`config.mk`:
```
export PLATFORM = sky130hd
export DESIGN_NAME = rxfe_dual_port
export DESIGN_NICKNAME = d
export VERILOG_FILES = /design/src/rtl/rxfe_pkg.sv /design/src/rtl/rxfe_port_capture.sv /design/src/rtl/rxfe_cfg_regs.sv /design/src/rtl/rxfe_channel.sv /design/src/rtl/rxfe_dual_port.sv
export SDC_FILE = /design/constraint.sdc
export NUM_CORES = 1
export LEC_CHECK = 0
export ABC_AREA = 1
export BUFFER_PORTS_ARGS = -buffer_cell sky130_fd_sc_hd__clkbuf_2
export CAP_MARGIN = 20
export CELL_PAD_IN_SITES_DETAIL_PLACEMENT = 0
export CELL_PAD_IN_SITES_GLOBAL_PLACEMENT = 1
export CORE_MARGIN = 5
export CORE_UTILIZATION = 35
export CTS_CLUSTER_SIZE = 20
export DETAILED_ROUTE_END_ITERATION = 8
export PLACE_DENSITY_LB_ADDON = 0.1
export REMOVE_ABC_BUFFERS = 1
export SYNTH_ARGS = -nofsm -noshare
export SYNTH_HDL_FRONTEND = slang
export SYNTH_SLANG_ARGS = --single-unit
```
`constraint.sdc`:
```
create_clock -name clk -period 1.34 [get_ports clk]
set_input_delay 0.268 -clock clk [delete_from_list [all_inputs] [get_ports clk]]
set_output_delay 0.268 -clock clk [all_outputs]
set_load 0.01 [all_outputs]
```
`src/rtl/rxfe_pkg.sv`:
```
package rxfe_pkg;

    localparam int MANT_W    = 14;
    localparam int EXP_W     = 3;
    localparam int NUM_PORTS = 2;
    localparam int MAX_SHIFT = (1 << EXP_W) - 1;
    localparam int OUT_W     = MANT_W + MAX_SHIFT;

    typedef enum logic [1:0] {
        QM_LEVEL = 2'b00,
        QM_FALL  = 2'b01,
        QM_RISE  = 2'b10,
        QM_BLANK = 2'b11
    } qual_mode_e;

    typedef enum logic {
        SRC_A = 1'b0,
        SRC_B = 1'b1
    } src_sel_e;

    // Bit 2 is the source, bits 1:0 the qualification mode
    typedef struct packed {
        src_sel_e   src;
        qual_mode_e mode;
    } ch_cfg_t;

    typedef struct packed {
        logic signed [MANT_W-1:0] mant;
        logic [EXP_W-1:0]         expo;
    } raw_sample_t;

    // One captured port: sample, enable this edge, enable previous edge
    typedef struct packed {
        raw_sample_t smp;
        logic        en_now;
        logic        en_prev;
    } port_view_t;

    typedef logic signed [OUT_W-1:0] fixed_t;

    function automatic fixed_t to_fixed(raw_sample_t s);
        fixed_t w;
        w = {s.mant, {MAX_SHIFT{1'b0}}};
        return w >>> s.expo;
    endfunction

endpackage

```
`src/rtl/rxfe_port_capture.sv`:
```
module rxfe_port_capture
    import rxfe_pkg::*;
(
    input  logic        clk,
    input  logic        rst,
    input  raw_sample_t smp_i,
    input  logic        en_i,
    output port_view_t  view_o
);

    raw_sample_t smp_q;
    logic        en_q;
    logic        en_hist;

    always_ff @(posedge clk) begin
        if (rst) begin
            smp_q   <= '0;
            en_q    <= 1'b0;
            en_hist <= 1'b0;
        end else begin
            smp_q   <= smp_i;
            en_q    <= en_i;
            en_hist <= en_q;
        end
    end

    assign view_o = '{smp: smp_q, en_now: en_q, en_prev: en_hist};

endmodule

```
`src/rtl/rxfe_cfg_regs.sv`:
```
module rxfe_cfg_regs
    import rxfe_pkg::*;
#(
    parameter  int NUM_CH = 4,
    localparam int CH_AW  = (NUM_CH > 1) ? $clog2(NUM_CH) : 1
) (
    input  logic             clk,
    input  logic             rst,
    input  logic             we_i,
    input  logic [CH_AW-1:0] addr_i,
    input  ch_cfg_t          wdata_i,
    output ch_cfg_t          rdata_o,
    output ch_cfg_t          cfg_o [NUM_CH]
);

    always_ff @(posedge clk) begin
        for (int i = 0; i < NUM_CH; i++) begin
            if (rst) begin
                cfg_o[i] <= '{src: SRC_A, mode: QM_LEVEL};
            end else if (we_i && (addr_i == CH_AW'(i))) begin
                cfg_o[i] <= wdata_i;
            end
        end
    end

    assign rdata_o = cfg_o[addr_i];

    for (genvar g = 0; g < NUM_CH; g++) begin : g_chk
        AST_CFG_STORE: assert property (@(posedge clk) disable iff (rst)
            (we_i && (addr_i == CH_AW'(g))) |=> (cfg_o[g] == $past(wdata_i)));
    end

endmodule

```
`src/rtl/rxfe_channel.sv`:
```
module rxfe_channel
    import rxfe_pkg::*;
(
    input  logic       clk,
    input  logic       rst,
    input  ch_cfg_t    cfg_i,
    input  port_view_t view_a_i,
    input  port_view_t view_b_i,
    output logic       valid_o,
    output fixed_t     data_o
);

    port_view_t pick;
    fixed_t     nxt_data;
    logic       nxt_valid;

    always_comb begin
        pick     = (cfg_i.src == SRC_B) ? view_b_i : view_a_i;
        nxt_data = to_fixed(pick.smp);
        case (cfg_i.mode)
            QM_LEVEL: nxt_valid = pick.en_now;
            QM_FALL:  nxt_valid = pick.en_prev & ~pick.en_now;
            QM_RISE:  nxt_valid = ~pick.en_prev & pick.en_now;
            QM_BLANK: begin
                nxt_valid = 1'b1;
                if (!pick.en_now) nxt_data = '0;
            end
            default:  nxt_valid = 1'b0;
        endcase
    end

    always_ff @(posedge clk) begin
        if (rst) begin
            valid_o <= 1'b0;
            data_o  <= '0;
        end else begin
            valid_o <= nxt_valid;
            data_o  <= nxt_data;
        end
    end

    AST_EXP_ZERO_PASS: assert property (@(posedge clk) disable iff (rst)
        ((pick.smp.expo == '0) && ((cfg_i.mode != QM_BLANK) || pick.en_now))
        |=> (data_o == {$past(pick.smp.mant), {MAX_SHIFT{1'b0}}}));
    AST_LEVEL_FOLLOWS: assert property (@(posedge clk) disable iff (rst)
        (cfg_i.mode == QM_LEVEL) |=> (valid_o == $past(pick.en_now)));
    AST_FALL_PULSE: assert property (@(posedge clk) disable iff (rst)
        (cfg_i.mode == QM_FALL)
        |=> (valid_o == ($past(pick.en_prev) && !$past(pick.en_now))));
    AST_RISE_PULSE: assert property (@(posedge clk) disable iff (rst)
        (cfg_i.mode == QM_RISE)
        |=> (valid_o == (!$past(pick.en_prev) && $past(pick.en_now))));
    AST_BLANK_VALID: assert property (@(posedge clk) disable iff (rst)
        (cfg_i.mode == QM_BLANK) |=> valid_o);
    AST_BLANK_ZERO: assert property (@(posedge clk) disable iff (rst)
        ((cfg_i.mode == QM_BLANK) && !pick.en_now) |=> (data_o == '0));

endmodule

```
`src/rtl/rxfe_dual_port.sv`:
```
module rxfe_dual_port
    import rxfe_pkg::*;
#(
    parameter  int NUM_CH = 4,
    localparam int CH_AW  = (NUM_CH > 1) ? $clog2(NUM_CH) : 1
) (
    input  logic                      clk,
    input  logic                      rst,
    input  logic [MANT_W-1:0]         a_mant,
    input  logic [EXP_W-1:0]          a_exp,
    input  logic                      a_en,
    input  logic [MANT_W-1:0]         b_mant,
    input  logic [EXP_W-1:0]          b_exp,
    input  logic                      b_en,
    input  logic                      cfg_we,
    input  logic [CH_AW-1:0]          cfg_addr,
    input  logic [2:0]                cfg_wdata,
    output logic [2:0]                cfg_rdata,
    output logic [NUM_CH-1:0]         ch_valid,
    output logic [NUM_CH*OUT_W-1:0]   ch_data
);

    raw_sample_t smp_in [NUM_PORTS];
    logic        en_in  [NUM_PORTS];
    port_view_t  views  [NUM_PORTS];
    ch_cfg_t     cfg_q  [NUM_CH];
    ch_cfg_t     rdata;

    assign smp_in[0] = raw_sample_t'({a_mant, a_exp});
    assign smp_in[1] = raw_sample_t'({b_mant, b_exp});
    assign en_in[0]  = a_en;
    assign en_in[1]  = b_en;

    for (genvar p = 0; p < NUM_PORTS; p++) begin : g_port
        rxfe_port_capture u_cap (
            .clk    (clk),
            .rst    (rst),
            .smp_i  (smp_in[p]),
            .en_i   (en_in[p]),
            .view_o (views[p])
        );
    end

    rxfe_cfg_regs #(.NUM_CH(NUM_CH)) u_cfg (
        .clk     (clk),
        .rst     (rst),
        .we_i    (cfg_we),
        .addr_i  (cfg_addr),
        .wdata_i (ch_cfg_t'(cfg_wdata)),
        .rdata_o (rdata),
        .cfg_o   (cfg_q)
    );

    assign cfg_rdata = rdata;

    for (genvar c = 0; c < NUM_CH; c++) begin : g_ch
        fixed_t word;
        rxfe_channel u_ch (
            .clk      (clk),
            .rst      (rst),
            .cfg_i    (cfg_q[c]),
            .view_a_i (views[0]),
            .view_b_i (views[1]),
            .valid_o  (ch_valid[c]),
            .data_o   (word)
        );
        assign ch_data[c*OUT_W +: OUT_W] = word;
    end

    AST_RESET_QUIET: assert property (@(posedge clk)
        rst |=> (ch_valid == '0));

endmodule

```
==> results of run 1 <==
state kept, by name, summed over array words and instances (netlist names):
name                  cells
g_port.u_cap.view_o      34
g_port.u_cap.en_q         2
g_ch.u_ch.valid_o         4
u_cfg.cfg_o              12
g_ch.u_ch.data_o         84
g_port.u_cap.en_hist      2
cells in the mapped netlist (2+ instances only):
| cell | count |
|---|---|
| a21oi_1 | 14 |
| a22oi_1 | 2 |
| and3_1 | 2 |
| buf_1 | 4 |
| buf_2 | 19 |
| buf_4 | 17 |
| buf_6 | 12 |
| dfxtp_1 | 138 |
| inv_1 | 95 |
| inv_2 | 4 |
| nand2_1 | 430 |
| nand2_2 | 5 |
| nand3_1 | 179 |
| nand4_1 | 4 |
| nor2_1 | 70 |
| nor2_2 | 4 |
| nor3_1 | 5 |
| o21ai_0 | 68 |
| o21ai_1 | 8 |
| o21ai_2 | 5 |
| o221ai_1 | 2 |
logic make-up after synthesis:
logic type | count (synthesis)
compound gates | 102
buf+inv | 153
flops | 138
simple gates | 700
worst max-delay path, cell delays in order (launching register included):
cell	delay, ns
dfxtp_4	0.36
buf_4	0.14
clkbuf_16	0.15
o21ai_4	0.22
buf_6	0.14
buf_6	0.11
buf_4	0.10
nand3_2	0.10
nand2_1	0.08
nand2_1	0.05
nand2_1	0.07
path summary, 6_finish.rpt:
check | startpoint | endpoint | depth (start not counted)
setup / recovery | u_cfg.cfg_o[11] | g_ch[0].u_ch.data_o[9] | 10
hold / removal | a_mant[0] | g_port[0].u_cap.view_o[5] | 3
setup reg to reg | u_cfg.cfg_o[11] | g_ch[0].u_ch.data_o[9] | 10
hold reg to reg | g_port[1].u_cap.en_q | g_port[1].u_cap.en_hist | 2
layer usage:
metal  vias to the layer above  GRT usage (%)  part of all wire (%)
met1                      3895           29.4                    41
met5                         -              0                     0
met2                       276           38.8                    50
met3                        84           4.46                   5.3
met4                         0           9.07                   3.6
li1                       4042              -                     -
power groups by stage:
stage	Combinational (W)	Sequential [W]	Clock (W)
2_1_floorplan	0.00109	0.00476	0
3_3_place_gp	0.00234	0.00463	0
3_5_place_dp	0.00233	0.00463	0
4_1_cts	0.00316	0.00455	0.00500
5_1_grt	0.00411	0.00458	0.00521
6_report	0.00383	0.00456	0.00499
final cells by class:
class | instances | area [um2] | share of cell area [%]
Tap cell | 265 | 332 | 2.64
Sequential cell | 138 | 2790 | 22.2
Multi-Input combinational cell | 806 | 5780 | 46.0
Inverter | 100 | 412 | 3.28
Clock inverter | 10 | 141 | 1.13
Timing Repair Buffer | 300 | 2650 | 21.0
Clock buffer | 22 | 474 | 3.77
through the flow:
step	cell area [um2]	total power, W
after floorplan	6600	0.00585
after global placement	8580	0.00697
after detailed placement	8580	0.00697
after CTS	11300	0.0127
after global routing	12600	0.0139
final	12600	0.0134
what timing repair did:
item	in CTS	in global routing
endpoints found under the hold margin	0	0
buffers inserted	28	21
gates cloned	17	6
resized for setup	423	286
pin swaps	90	119
setup endpoints to repair	83	87
==> key figures, run 1 <==
Route
  • DR iter-0 viols: between 500 and 600
  • Via count: around 8,300
  • Antenna viol nets, final: 0
  • DRC viols: 0
  • Routed WL per cell: 17.4 um
  • Drt via density: roughly 5.1
  • TritonRoute pass-1 iters: 5
  • Detailed Route WL: between 20,000 and 30,000 um

Logic synthesis
  • Yosys top cell area share: approximately two fifths
  • Post-synth EDFFs: 0
  • Register area share after synthesis: around 40%
  • Synthesized-area fraction occupied by adder cells: 0%
  • Simple-gate share of the synthesized area: roughly two fifths
  • #FFs+latches synth: around 140
  • Compound-Gate Fraction of Synth Area: under 10%
  • Synth cell types: 27
  • Mapped Cells: approximately 1,100
  • Synth Area in XOR/XNOR: 0%
  • Avg Inst Size Synth: 6.38 um2
  • Mapped Area: about 7000 um2
  • Most area-consuming cells after synthesis: dfxtp_1 (40%), nand2_1 (23%), nand3_1 (13%)
  • Ys async rst share: 0%
  • Yosys warns: 0
  • Commonest register cell after synthesis: dfxtp_1
  • Post-synth top area cell: dfxtp_1
  • Main combinational cell family by area after synthesis: simple AND/OR/NAND/NOR gates
  • Post-synthesis mux area share: 0%

Finish
  • # fillers: ~1,700
  • Most common cell after layout, fill and taps aside: nand2_1
  • Layout cell share with drive strength beyond 1: between 50% and 60%
  • Nets: 1,407
  • Fin util: between 60% and 70%
  • N_diodes: 0
  • Final cell count without fillers: around 1,600
  • Most frequent cells in the layout: nand2_1 (257), clkbuf_2 (132), dfxtp_1 (128)
  • P&R area growth vs syn: 80.2%

Pwr
  • Clock network power share: between 30 and 40%
  • Cell internal pwr: ~0.0091 W
  • Switching share of power: around a third
  • PwrDens: 1060 nW/um2
  • Peak VDD IR: ~0.96 mV
  • Sw Pwr: 0.00429 W
  • Flop pwr share: roughly 34%
  • Power share of the combinational group: between 20% and 30%
  • Leakage: 6.08 nW

Floorplanning
  • Die Area: roughly 23,000 um2
  • Row count: 51
  • Starting Density: 35.7%
  • Top-Level Pins: 135
  • Area of the core: 19,500 um2
  • Die height: about 150 um
  • DIE WIDTH: 151 um

Global route
  • First-pass GRT wire length: 40,900 um
  • Total GRT Usage: between 20% and 30%
  • Vias in the first global route: around 8,000
  • Grt total ovfl: 0
  • Largest net degree at the start of global routing: 46
  • Initial antenna violation count: 0

Clocking
  • H-Tree Depth: 4
  • CTS tree: built
  • Clk buf depth: 2
  • CTS clk-pin slew, worst paths: 0.06 ns
  • Cts hold-fix bufs: 0
  • Clk root buf: clkbuf_16
  • Clock sinks: 138
  • Clock latency on the worst-skew pair: 0.43 ns
  • Inserted Clock Buffers: 17

STA
  • Setup_tns: -9.56 ns
  • Measured slew at the worst slew-check pin: between 0.5 and 0.6 ns
  • Final-report hold violation count: 0
  • Fmax: ~0.63 GHz
  • RSZ-0062 raised after global routing: yes
  • Slew Viols, Final: 0
  • Tmin final: between 1.5 and 2 ns
  • Count of final setup violators: 79
  • Clock Skews: ~0.008 ns
  • Final period util: 119%
  • Hold slack: between 0.015 and 0.02 ns
  • Final setup margin: -0.251 ns
  • Slew headroom: between 60 and 70%

Critical path
  • Critical path type: reg -> reg
  • R2R setup slack: -0.25 ns
  • WP data required: around 1.7 ns
  • CP endpoint kind: flip-flop
  • CP max FO: 7
  • CP arrival: 1.96 ns
  • Worst setup SP type: flip-flop

Placement
  • Port Buffers: ~130
  • HPWL after DPL: between 15,000 and 20,000 um
  • Setup Slack @ Placement: -0.406 ns
  • Placed Cells: between 1,500 and 2,000
  • GPL Wtd Cong: 0.906

Hold path
  • Hold Path Class: in -> reg

Run
  • Max_cap viols: 0

Status
  • Failing checks: setup timing
  • Status: complete, but fails checks
No activity file was read; power rests on OpenSTA's default activity.
==> run 2, diff against run 1 <==
--- a/config.mk
+++ b/config.mk
@@ -12,10 +12,10 @@
 export CELL_PAD_IN_SITES_GLOBAL_PLACEMENT = 1
 export CORE_MARGIN = 5
 export CORE_UTILIZATION = 35
-export CTS_CLUSTER_SIZE = 20
 export DETAILED_ROUTE_END_ITERATION = 8
 export PLACE_DENSITY_LB_ADDON = 0.1
 export REMOVE_ABC_BUFFERS = 1
+export SETUP_SLACK_MARGIN = 0.3
 export SYNTH_ARGS = -nofsm -noshare
 export SYNTH_HDL_FRONTEND = slang
 export SYNTH_SLANG_ARGS = --single-unit
==> run 2 against run 1 <==
- the flow still finishes with violations (setup timing)
- combinational power is 1% lower
- clock-buffer cell count stayed put
- wire length is 5.8% lower
- sequential power hardly changed
- clock skew is 0.0023 ns higher
- power is 0.45% lower
- hold slack better by 0.0028 ns
- sequential share of layout area is 0.42 points higher
- register-to-register slack worse by 0.02 ns
- die area stayed put
- critical path type is now reg -> out
- highest routed layer unchanged
==> key figures, run 2 (synthesis gave the netlist of run 1 again) <==
Global route
  • Total GRT Usage: 21.9% (-1.2 points)
  • Vias in the first global route: 7,605 (-3.9%)
  • Grt total ovfl: 0 (unchanged)
  • First-pass GRT wire length: 38,900 um (-4.8%)
  • Initial antenna violation count: 0 (unchanged)
  • Largest net degree at the start of global routing: 46 (unchanged)

Route
  • Via count: 8,154 (-1.7%)
  • DRC viols: 0 (unchanged)
  • DR iter-0 viols: 479 (-11%)
  • Routed WL per cell: 16.5 um (-5.3%)
  • Detailed Route WL: 26,900 um (-5.8%)
  • Antenna viol nets, final: 0 (unchanged)
  • Drt via density: 5.00 (-1.2%)
  • TritonRoute pass-1 iters: 5 (unchanged)

Placement
  • Setup Slack @ Placement: -0.406 ns (unchanged)
  • Port Buffers: 134 (unchanged)
  • GPL Wtd Cong: 0.906 (unchanged)
  • HPWL after DPL: 17,900 um (unchanged)

Critical path
  • Critical path type: reg -> out
  • R2r startpoint: u_cfg.cfg_o[5]
  • WP data required: 1.07 ns (-0.64 ns)
  • CP arrival: 1.36 ns (-0.60 ns)
  • R2R depth: 10 (unchanged)
  • CP max FO: 4 (-3)
  • R2r endpoint: g_ch[2].u_ch.data_o[9]
  • Worst setup SP type: flip-flop
  • CP endpoint kind: primary output
  • R2R setup slack: -0.27 ns (-0.02 ns)

STA
  • Slew headroom: 62.6% (-0.30 points)
  • Count of final setup violators: 80 (+1.3%)
  • Measured slew at the worst slew-check pin: 0.561 ns (+0.00443 ns)
  • Fmax: 0.616 GHz (-2.1%)
  • Slew Viols, Final: 0 (unchanged)
  • Clock Skews: 0.0102 ns (+0.00234 ns)
  • Final period util: 121% (+2.5 points)
  • Final-report hold violation count: 0 (unchanged)
  • RSZ-0062 raised after global routing: yes
  • Tmin final: 1.62 ns (+0.0335 ns)
  • Final setup margin: -0.285 ns (-0.0335 ns)

Hold path
  • Hold Path Class: in -> reg
  • Worst hold stages: 3 (unchanged)
  • Hold_sp: a_mant[0]
  • Hold path endpoint: g_port[0].u_cap.view_o[5]

Finish
  • Biggest register: g_ch.u_ch.data_o
  • # fillers: 1,706 (+0.83%)
  • Max reg flops: 84 (unchanged)
  • Most common cell after layout, fill and taps aside: nand2_1
  • Nets: 1,398 (-0.64%)
  • Most frequent cells in the layout: nand2_1 (252), nand2_2 (127), nand3_2 (98)
  • P&R area growth vs syn: 79.2%
  • Fin util: 64.0% (-0.33 points)
  • Layout cell share with drive strength beyond 1: 56.5% (+2.2 points)
  • N_diodes: 0 (unchanged)

Floorplanning
  • Row count: 51 (unchanged)
  • Starting Density: 35.7% (unchanged)
  • Die height: 151 um (unchanged)
  • DIE WIDTH: 151 um (unchanged)
  • Die Area: 22,900 um2 (unchanged)
  • Top-Level Pins: 135 (unchanged)
  • Area of the core: 19,500 um2 (unchanged)

Pwr
  • Peak VDD IR: 0.876 mV (-8.6%)
  • Leakage: 6.11 nW (+0.41%)
  • Tot Pwr: 0.0133 W (-0.45%)
  • PwrDens: 1070 nW/um2 (about the same)

Clocking
  • Clk buf depth: 2 (unchanged)
  • H-Tree Depth: 4 (unchanged)
  • CTS clk-pin slew, worst paths: 0.06 ns (about the same)
  • Clk root buf: clkbuf_16
  • Inserted Clock Buffers: 17 (unchanged)
  • CTS tree: built
  • Clock sinks: 138 (unchanged)
  • Clock latency on the worst-skew pair: 0.43 ns (about the same)
  • Cts hold-fix bufs: 0 (unchanged)

Status
  • Status: complete, but fails checks
  • Failing checks: setup timing

Run
  • Max_cap viols: 0 (unchanged)
[run 2: metal layers]
metal | up-vias | GRT usage, % | share of wire, %
li1 | 4023 | - | -
met1 | 3868 | 28.3 | 43
met2 | 213 | 36.7 | 50
met3 | 50 | 3.56 | 4.2
met4 | 0 | 8.39 | 2.6
met5 | - | 0 | 0
[run 2: report_power, final]
group / internal, W / switching, W / total, W
Sequential: 0.00443 / 0.000149 / 0.00458
Combinational: 0.00164 / 0.00215 / 0.00378
Clock: 0.00308 / 0.00187 / 0.00495
[run 2: per-stage QoR]
| stage | instances | hold WS (ns) | setup TNS (ns) | area [um2] |
|---|---|---|---|---|
| global route | 1632 | 0.0137 | -18.67 | 12500 |
| floorplan | 1040 | 0.337 | -45.79 | 6600 |
| finish | 1632 | 0.0212 | -13.51 | 12500 |
| global placement | 1551 | 0.464 | -18.18 | 8580 |
| CTS | 1611 | 0.0114 | -7.91 | 10400 |
| detailed placement | 1551 | 0.464 | -18.82 | 8580 |
[run 2: repair_timing]
action,4_1_cts,5_1_grt
cloned,9,9
resized for setup,270,548
buffers inserted,19,12
setup endpoints to repair,179,179
pin swaps,76,153
[run 2: final cells by class]
type                            instances  area [um2]  area share [%]
Clock buffer                           22         474            3.79
Clock inverter                         10         141            1.13
Inverter                              100         402            3.21
Multi-Input combinational cell        805        5550            44.4
Sequential cell                       138        2830            22.6
Tap cell                              265         332            2.65
Timing Repair Buffer                  292        2770            22.2
[run 2: how the worst max path moves through the flow]
stage	from	to	slack, ns	depth (start not counted)
after global routing	u_cfg.cfg_o[8]	cfg_rdata[2]	-0.36	5
after CTS	u_cfg.cfg_o[8]	cfg_rdata[2]	-0.30	5
after global placement	u_cfg.cfg_o[2]	g_ch[3].u_ch.data_o[16]	-0.37	8
final	u_cfg.cfg_o[8]	cfg_rdata[2]	-0.28	5
after detailed placement	u_cfg.cfg_o[2]	g_ch[3].u_ch.data_o[16]	-0.41	8
after floorplan	u_cfg.cfg_o[8]	g_ch[1].u_ch.data_o[14]	-0.76	7
[run 2: worst max-delay path, cell delays in order (launching register included)]
cell and delay, ns:
dfxtp_2 0.33, buf_12 0.12, buf_8 0.11, a22oi_2 0.12, o221ai_2 0.10, buf_2 0.15
==> run 3, diff against run 2 <==
--- a/config.mk
+++ b/config.mk
@@ -13,6 +13,7 @@
 export CORE_MARGIN = 5
 export CORE_UTILIZATION = 35
 export DETAILED_ROUTE_END_ITERATION = 8
+export HOLD_SLACK_MARGIN = 0.1
 export PLACE_DENSITY_LB_ADDON = 0.1
 export REMOVE_ABC_BUFFERS = 1
 export SETUP_SLACK_MARGIN = 0.3
==> run 3 against run 2 <==
- the flow still finishes with violations (setup timing)
- final cell count up 2.2%
- critical path depth unchanged
- largest power group unchanged
- die area unchanged
- power up 0.87%
- sequential share of layout area down 0.71 points
- largest cell class unchanged
- register-to-register slack about the same
- first-iteration DRC count up 2.3%
- wire length up 1.2%
- clock skew about the same
- flip-flop and latch count unchanged
==> key figures, run 3 (synthesis gave the netlist of run 1 again) <==
Finish
  • Most common cell after layout, fill and taps aside: nand2_1
  • N_diodes: 0 (unchanged)
  • P&R area growth vs syn: 85.2%
  • Layout cell share with drive strength beyond 1: 55.7% (-0.81 points)
  • Most frequent cells in the layout: nand2_1 (249), nand2_2 (130), nand3_2 (100)
  • Fin util: 66.2% (+2.1 points)
  • Nets: 1,434 (+2.6%)
  • Max reg flops: 84 (unchanged)
  • Biggest register: g_ch.u_ch.data_o

STA
  • RSZ-0062 raised after global routing: yes
  • Slew headroom: 62.2% (-0.37 points)
  • Measured slew at the worst slew-check pin: 0.567 ns (+0.00555 ns)
  • Final-report hold violation count: 0 (unchanged)
  • Tmin final: 1.63 ns (+0.00530 ns)
  • Final period util: 122% (+0.40 points)
  • Clock Skews: 0.00997 ns (-0.000212 ns)
  • Final setup margin: -0.290 ns (-0.00530 ns)
  • Slew Viols, Final: 0 (unchanged)
  • Count of final setup violators: 80 (unchanged)
  • Fmax: 0.614 GHz (-0.33%)

Pwr
  • Flop pwr share: 34.1% (-0.3 points)
  • Power share of the combinational group: 29.0% (+0.6 points)
  • Sw Pwr: 0.00421 W (+0.92%)
  • Peak VDD IR: 0.898 mV (+2.5%)
  • Leakage: 6.27 nW (+2.6%)
  • Switching share of power: 31.3% (about the same)
  • Cell internal pwr: 0.00922 W (+0.85%)
  • Clock network power share: 36.9% (-0.3 points)
  • PwrDens: 1040 nW/um2 (-2.4%)

Global route
  • Vias in the first global route: 7,733 (+1.7%)
  • Grt total ovfl: 0 (unchanged)
  • Total GRT Usage: 22.1% (+0.22 points)
  • First-pass GRT wire length: 39,300 um (+1.2%)
  • Largest net degree at the start of global routing: 46 (unchanged)
  • Initial antenna violation count: 0 (unchanged)

Critical path
  • CP max FO: 4 (unchanged)
  • R2r startpoint: u_cfg.cfg_o[5]
  • Critical Path Start: u_cfg.cfg_o[8]
  • Critical path type: reg -> out
  • CP endpoint kind: primary output
  • WP data required: 1.07 ns (about the same)
  • Worst setup SP type: flip-flop
  • CP arrival: 1.36 ns (about the same)

Route
  • Via count: 8,266 (+1.4%)
  • DRC viols: 0 (unchanged)
  • DR iter-0 viols: 490 (+2.3%)
  • Routed WL per cell: 16.3 um (-0.94%)
  • Antenna viol nets, final: 0 (unchanged)
  • TritonRoute pass-1 iters: 5 (unchanged)
  • Detailed Route WL: 27,200 um (+1.2%)
  • Drt via density: 4.96 (-0.81%)

Status
  • Status: complete, but fails checks
  • Failing checks: setup timing

Floorplanning
  • Starting Density: 35.7% (unchanged)
  • Die height: 151 um (unchanged)
  • Die Area: 22,900 um2 (unchanged)
  • Row count: 51 (unchanged)
  • Area of the core: 19,500 um2 (unchanged)
  • Top-Level Pins: 135 (unchanged)
  • DIE WIDTH: 151 um (unchanged)

Clocking
  • Inserted Clock Buffers: 17 (unchanged)
  • Clk buf depth: 2 (unchanged)
  • Clock sinks: 138 (unchanged)
  • H-Tree Depth: 4 (unchanged)
  • CTS tree: built
  • Clk root buf: clkbuf_16
  • CTS clk-pin slew, worst paths: 0.06 ns (about the same)
  • Clock latency on the worst-skew pair: 0.44 ns (about the same)

Run
  • Max_cap viols: 0 (unchanged)

Hold path
  • Hold_sp: cfg_wdata[2]
  • Hold Path Class: in -> reg

Placement
  • GPL Wtd Cong: 0.906 (unchanged)
  • HPWL after DPL: 17,900 um (unchanged)
  • Port Buffers: 134 (unchanged)
  • Setup Slack @ Placement: -0.406 ns (unchanged)
## run 3: cell types whose count changed in the layout (fill, tap and decap cells not counted), sizes merged
cell and change:
dlygate4sd3 +36
## run 3: area by class of cell
cell class                      instances  area, um2
Fill cell                            1634       6610
Clock buffer                           22        474
Inverter                              100        402
Clock inverter                         10        141
Multi-Input combinational cell        805       5600
Tap cell                              265        332
Sequential cell                       138       2830
Timing Repair Buffer                  328       3150
## run 3: timing repair
action | CTS | global route
setup endpoints to repair | 179 | 179
hold buffers | 36 | 0
resized for setup | 270 | 561
cloned | 9 | 9
pin swaps | 76 | 155
hold endpoints to repair | 36 | 0
setup buffers | 19 | 12
## run 3: critical path, stage by stage (launching register included)
cell,delay (ns)
dfxtp_2,0.33
buf_12,0.12
buf_8,0.11
a22oi_2,0.12
o221ai_2,0.10
buf_2,0.15
## run 3: power by group through the flow
stage	clock network, W	registers (W)	logic (W)
2_1_floorplan	0	0.00476	0.00109
3_3_place_gp	0	0.00463	0.00234
3_5_place_dp	0	0.00463	0.00233
4_1_cts	0.00500	0.00455	0.00291
5_1_grt	0.00519	0.00461	0.00418
6_report	0.00496	0.00458	0.00389
## run 3: through the flow
stage	cells	setup TNS (ns)	hold slack, ns	cell area [um2]	total power [W]
3_5_place_dp	1551	-18.82	0.464	8580	0.00697
3_3_place_gp	1551	-18.18	0.464	8580	0.00697
5_1_grt	1668	-18.81	0.164	12900	0.0140
6_report	1668	-13.92	0.142	12900	0.0134
4_1_cts	1647	-7.91	0.143	10800	0.0125
2_1_floorplan	1040	-45.79	0.337	6600	0.00585
## run 3: path summary, 6_finish.rpt
| path | cells after the start | slack [ns] | end |
|---|---|---|---|
| min | 3 | 0.14 | u_cfg.cfg_o[8] |
| max | 5 | -0.29 | cfg_rdata[2] |
| max reg2reg | 10 | -0.27 | g_ch[2].u_ch.data_o[9] |
| min reg2reg | 2 | 0.55 | g_port[1].u_cap.en_hist |
## run 3: metal layers
layer	track usage [%]	vias to the layer above	share of wire [%]
met4	8.16	0	2.8
met2	37.5	206	51
met3	3.41	60	4.2
met5	0	-	0
li1	-	4095	-
met1	28.5	3905	43
